===== src/rtl/univ_shreg_pkg.sv =====
package univ_shreg_pkg;

    // Operation select encoding; bit order of mode_sel is behaviour.
    typedef enum logic [1:0] {
        OP_HOLD    = 2'b00,
        OP_SHIFT_R = 2'b01,
        OP_SHIFT_L = 2'b10,
        OP_LOAD    = 2'b11
    } shreg_op_e;

    localparam int unsigned OP_COUNT = 4;

    // One-hot steering word produced by the decoder.
    typedef struct packed {
        logic load;
        logic shl;
        logic shr;
        logic hold;
    } shreg_steer_t;

endpackage


===== src/rtl/shreg_op_decode.sv =====
module shreg_op_decode
    import univ_shreg_pkg::*;
(
    input  logic         clk,
    input  logic         clr,
    input  logic [1:0]   mode_sel,
    output shreg_steer_t steer
);

    shreg_op_e op;

    always_comb begin
        op    = shreg_op_e'(mode_sel);
        steer = '0;
        unique case (op)
            OP_HOLD:    steer.hold = 1'b1;
            OP_SHIFT_R: steer.shr  = 1'b1;
            OP_SHIFT_L: steer.shl  = 1'b1;
            OP_LOAD:    steer.load = 1'b1;
            default:    steer.hold = 1'b1;
        endcase
    end


    steer_onehot_chk: assert property (@(posedge clk) disable iff (clr)
        $onehot(steer));

endmodule


===== src/rtl/shreg_bit_cell.sv =====
module shreg_bit_cell
    import univ_shreg_pkg::*;
(
    input  logic         clk,
    input  logic         clr,
    input  shreg_steer_t steer,
    input  logic         from_left,
    input  logic         from_right,
    input  logic         load_bit,
    output logic         q
);

    logic q_next;

    // Four-way selector: own value, left neighbour, right neighbour, load bit.
    always_comb begin
        q_next = (steer.hold & q)
               | (steer.shr  & from_left)
               | (steer.shl  & from_right)
               | (steer.load & load_bit);
    end

    always_ff @(posedge clk) begin
        if (clr) begin
            q <= 1'b0;
        end else begin
            q <= q_next;
        end
    end

endmodule


===== src/rtl/univ_shreg.sv =====
module univ_shreg
    import univ_shreg_pkg::*;
#(
    parameter int unsigned W = 4
) (
    input  logic         clk,
    input  logic         clr,
    input  logic [1:0]   mode_sel,
    input  logic         ser_in_left,
    input  logic         ser_in_right,
    input  logic [W-1:0] par_in,
    output logic [W-1:0] par_out,
    output logic         ser_out_left,
    output logic         ser_out_right
);

    localparam int unsigned MSB = W - 1;

    shreg_steer_t steer;
    logic [W-1:0] bits_q;

    shreg_op_decode u_dec (
        .clk      (clk),
        .clr      (clr),
        .mode_sel (mode_sel),
        .steer    (steer)
    );

    for (genvar i = 0; i < W; i++) begin : g_cell
        logic left_src;
        logic right_src;

        if (i == MSB) begin : g_left_end
            assign left_src = ser_in_left;
        end else begin : g_left_mid
            assign left_src = bits_q[i+1];
        end

        if (i == 0) begin : g_right_end
            assign right_src = ser_in_right;
        end else begin : g_right_mid
            assign right_src = bits_q[i-1];
        end

        shreg_bit_cell u_cell (
            .clk        (clk),
            .clr        (clr),
            .steer      (steer),
            .from_left  (left_src),
            .from_right (right_src),
            .load_bit   (par_in[i]),
            .q          (bits_q[i])
        );
    end

    assign par_out       = bits_q;
    assign ser_out_left  = bits_q[MSB];
    assign ser_out_right = bits_q[0];


    clear_zero_chk: assert property (@(posedge clk)
        clr |=> (par_out == '0));


    hold_stable_chk: assert property (@(posedge clk) disable iff (clr)
        (mode_sel == OP_HOLD) |=> $stable(par_out));


    shift_right_chk: assert property (@(posedge clk) disable iff (clr)
        (mode_sel == OP_SHIFT_R) |=>
            (par_out == {$past(ser_in_left), $past(par_out[W-1:1])}));


    shift_left_chk: assert property (@(posedge clk) disable iff (clr)
        (mode_sel == OP_SHIFT_L) |=>
            (par_out == {$past(par_out[W-2:0]), $past(ser_in_right)}));


    load_word_chk: assert property (@(posedge clk) disable iff (clr)
        (mode_sel == OP_LOAD) |=> (par_out == $past(par_in)));

endmodule


===== config.mk =====
export PLATFORM = sky130hd
export DESIGN_NAME = univ_shreg
export DESIGN_NICKNAME = d
export VERILOG_FILES = /design/src/rtl/univ_shreg_pkg.sv /design/src/rtl/shreg_op_decode.sv /design/src/rtl/shreg_bit_cell.sv /design/src/rtl/univ_shreg.sv
export SDC_FILE = /design/constraint.sdc
export NUM_CORES = 1
export LEC_CHECK = 0
export BUFFER_PORTS_ARGS = -buffer_cell sky130_fd_sc_hd__buf_2
export CORE_AREA = 2 2 39 41
export DETAILED_ROUTE_END_ITERATION = 8
export DIE_AREA = 0 0 41 43
export PLACE_DENSITY = 0.39
export SYNTH_ARGS = -nofsm -noshare
export SYNTH_HDL_FRONTEND = slang
export SYNTH_SLANG_ARGS = --single-unit

===== constraint.sdc =====
create_clock -name clk -period 1.15 [get_ports clk]
set_input_delay 0.0575 -clock clk [delete_from_list [all_inputs] [get_ports clk]]
set_output_delay 0.0575 -clock clk [all_outputs]
set_load 0.01 [all_outputs]

======== Word level (Yosys, flattened, before mapping) ========
Cells that the tools add are included.
word-level totals
  register bits after elaboration ......... 4
  input bits .............................. 10
  output and inout port bits .............. 6
  word-level logic and storage cells ...... 40
cells by class
  eq/ne operators ......................... 3
  mux-type cells .......................... 4
  bitwise logic cells ..................... 28
  reductions and logical operators ........ 1
operator list
  kind                number
  $and 1x1->1         16
  $or 1x1->1          12
  $eq 2x2->1 const B  2
  $mux 1              4
  $eq 2x1->1 const B  1
  $logic_not 2->1     1

======== Depth between registers and ports, before layout ========
  depth after elaboration ................. 6
  mapped depth ............................ 2
  depth with buffers taken out ............ 2

======== By module ========
Synthesis repeated with hierarchy kept, for this count alone.
unflattened totals
  cells, all modules ...................... 24
  area, all modules ....................... 216.5 um2
by module, submodules not included
  module           instances  cells an instance  area an instance (um2)  seq. area each (um2)
  shreg_bit_cell   4          4                  40.0                    20.0
  univ_shreg       1          4                  30.0                    0.0
  shreg_op_decode  1          4                  26.3                    0.0

======== Least setup slack after synthesis ========
No wires, ideal clock.
  path kind ............................... register to register
  from .................................... reg g_cell[3].u_cell.q
  to ...................................... reg g_cell[2].u_cell.q
  setup time .............................. 114 ps
  arrival ................................. 941 ps
  data required time ...................... 1,036 ps
  slack ................................... 95 ps
  cell stages (with the launch flop) ...... 3
  path buffers ............................ 0
  clock period less this slack ............ 1,055 ps
  cells stage by stage .................... dfxtp_1 > mux4_1 > nor2b_1
between the ends
  longest elaborated chain between the ends .. 4
RTL lines
  element                 RTL line              RTL
  from (decl)             shreg_bit_cell.sv:10  output logic q
  from (signal assigned)  shreg_bit_cell.sv:27  q <= q_next;
  $and 1x1->1             shreg_bit_cell.sv:18  | (steer.shr & from_left)
  $or 1x1->1              shreg_bit_cell.sv:18
  $or 1x1->1              shreg_bit_cell.sv:19  | (steer.shl & from_right)
  $or 1x1->1              shreg_bit_cell.sv:20  | (steer.load & load_bit);
  to (signal assigned)    shreg_bit_cell.sv:27
  to (decl)               shreg_bit_cell.sv:10
Every way passes these cells.
A chain may end at the register's enable or synchronous reset.

======== Final worst setup path ========
  from .................................... reg g_cell[1].u_cell.q
  to ...................................... reg g_cell[2].u_cell.q
between the ends
  longest elaborated chain between the ends .. 3
RTL lines
  element                 RTL line
  from (decl)             shreg_bit_cell.sv:10
  from (signal assigned)  shreg_bit_cell.sv:27
  $and 1x1->1             shreg_bit_cell.sv:19
  $or 1x1->1              shreg_bit_cell.sv:19
  $or 1x1->1              shreg_bit_cell.sv:20
Every way passes these cells.

==> summary.md <==
| Metric | Value |
|---|---|
| Status | `completed` |
| Register area | `80.1 sq um` |
| Synth unique cells | `5` |
| Total number of vias | `175` |
| Clk_lat worst skew | `~0.23 ns` |
| Startpoint types | `flop` |
| Main synth FF type | `dfxtp_1` |
| Sequential fraction of the synthesis area | `0.344` |
| Post-synth EDFFs | `0` |
| Hold WS | `between 0.02 and 0.03 ns` |
| Worst slew pin tran | `0.141 ns` |
| Achievable Freq | `~950 MHz` |
| Multi-input logic area | `between 100 and 150 sq um` |
| Gate power share | `0.179` |
| Drt initial violations | `2` |
| Root Driver | `clkbuf_4` |
| Vias in the first global route | `~190` |
| Worst Setup End Kind | `flop` |
| TritonRoute pass-1 iters | `2` |
| Final Cycle Share | `0.915` |
| Setup slack after layout | `between 0.09 and 0.1 ns` |
| Core ar. | `between 1000 and 1500 sq um` |
| Maxcap violations | `0` |
| Die X | `41 um` |
| Post CTS Setup Buffer Count | `0` |
| Cell Count, Final, Fillers Out | `46` |
| Area growth from synthesis to layout | `37.6%` |
| Setup slack, reg-to-reg | `0.1 ns` |
| I/O pin total | `16` |
| Fin. Hold Viols | `0` |
| Syn nets | `26` |
| Largest net degree at the start of global routing | `5` |
| GR met2 Demand/Resource | `0.113` |
| Max FO, Critical Path | `4` |
| Syn. warnings | `0` |
| # rows | `14` |
| Post-synth top area cell | `dfxtp_1` |
| Post-cts resize count | `0` |
| Die Area | `1760 sq um` |
| Inst Count DP | `43` |
| Dominant cells by area after synthesis | `dfxtp_1, mux4_1, mux4_2` |
| Synth Register Bits | `4` |
| RSZ-0062 raised after global routing | `no` |
| Syn avg cell area | `between 10 and 15 sq um` |
| Crit path DAT | `about 1.2 ns` |
| Post-Place Worst Slack | `0.0999 ns` |
| Global-route wire length before repair | `a little over 800 um` |
| Synthesized cell area | `roughly 230 sq um` |
| Initial core utilization | `0.168` |
| Routed Antenna Nets | `0` |
| Top Usage Layer GRT | `met2` |
| Biggest regs | `g_cell.u_cell.q x4` |
| CTS sink count | `4` |
| Post-Route Setup TNS | `0 ns` |
| Layout cells sized above 1 | `0.667` |
| Critical Path RT | `1.27 ns` |
| Drt wl/cell | `12.0 um` |
| VDD IR max | `0.000456 V` |
| Fillcell total | `153` |
| Min Clock Period, post-route | `1.05 ns` |
| GRT Overall Usage | `0.0746` |
| FFs w/ async S/R, synth | `0` |
| Clock Tree Buf Depth | `2` |
| Slew HR | `0.906` |
| M3 GR Usage | `0.0366` |
| Number of flip-flops in the largest register | `4` |
| H-tree lvl count | `1` |
| Antenna Cells | `0` |
| Post-synth top cells | `buf_4, dfxtp_1, nor2b_1` |
| M1 GR Usage | `0.0717` |
| Die Ht | `about 43 um` |
| Syn Inst Count | `16` |
| Synth top area share | `0.344` |
| # setup viols final | `0` |
| Switching Power | `~0.000092 W` |
| Biggest register | `g_cell.u_cell.q` |
| Net count, final | `between 40 and 50` |
| # hold bufs at CTS | `0` |
| # DRC | `0` |
| Final Slew Violations | `0` |
| Sequential share of power | `0.390` |
| CTS tree | `yes` |
| Routed WL | `roughly 550 um` |
| Vias per cell | `~3.8` |
| Gr ovfl total | `0` |
| Routability congestion estimate | `0.718` |
| Worst-path clk slew | `approximately 0.04 ns` |
| Leak | `0.160 nW` |
| Power Density | `1260 nW/um^2` |
| Switching share of total power | `0.228` |
| Clock Skew | `~0.00050 ns` |
| CP Class | `flop to flop` |
| Initial antenna violation count | `0` |
| Internal power | `~0.00031 W` |
| HP Class | `input port to flop` |
| Port buffer count | `15` |
| Total CTS buffers | `3` |
| Clock share of power | `0.431` |
per-stage QoR:
step | instance area, sq um | total power [W] | util
global route | 320 | 0.000428 | 0.231
global placement | 298 | 0.000231 | 0.215
detailed placement | 298 | 0.000233 | 0.215
finish | 320 | 0.000403 | 0.231
floorplan | 233 | 0.000206 | -
CTS | 320 | 0.000416 | 0.231
power groups by stage:
stage / registers (W) / logic [W] / clock network (W)
3_3_place_gp: 0.000159 / 0.0000722 / 0
6_report: 0.000157 / 0.0000722 / 0.000174
3_5_place_dp: 0.000160 / 0.0000732 / 0
4_1_cts: 0.000158 / 0.0000735 / 0.000184
5_1_grt: 0.000158 / 0.0000775 / 0.000192
2_1_floorplan: 0.000159 / 0.0000466 / 0
kinds of logic after synthesis:
group	share of synthesized area
buffers and inverters	0.129
multiplexers	0.419
flip-flops	0.344
AND/OR/NAND/NOR	0.108
worst max-delay path, stage by stage, from the launching register on:
cell and delay (ns):
dfxtp_1 0.33, mux4_1 0.48, nor2b_1 0.14
path summary, 6_finish.rpt:
check                                     start                            end  cells after the start
setup / recovery  g_cell[1].u_cell.q$_SDFF_PP0_  g_cell[2].u_cell.q$_SDFF_PP0_                      2
hold / removal                              clr  g_cell[1].u_cell.q$_SDFF_PP0_                      2
setup reg to reg  g_cell[1].u_cell.q$_SDFF_PP0_  g_cell[2].u_cell.q$_SDFF_PP0_                      2
hold reg to reg   g_cell[3].u_cell.q$_SDFF_PP0_  g_cell[2].u_cell.q$_SDFF_PP0_                      2
layout make-up:
cell class / instances / share of cell area
timing repair buffer: 15 / 0.234
tap: 16 / 0.0625
clock buffer: 3 / 0.0703
multi-input combinational: 8 / 0.383
sequential: 4 / 0.250
layer usage:
layer,wire (um),vias to the layer above
met4,0,0
met3,38,0
li1,-,87
met5,0,-
met2,313,9
met1,202,79
cells in the final DEF, fill, tap and decap left out:
| cell type | synthesis | final |
|---|---|---|
| buf_2 | 0 | 15 |
| nor2b_1 | 4 | 4 |
| dfxtp_1 | 4 | 4 |
| clkbuf_4 | 0 | 3 |
| mux4_2 | 2 | 2 |
| mux4_1 | 2 | 2 |
Note: power is estimated with default switching activity, not from simulation.
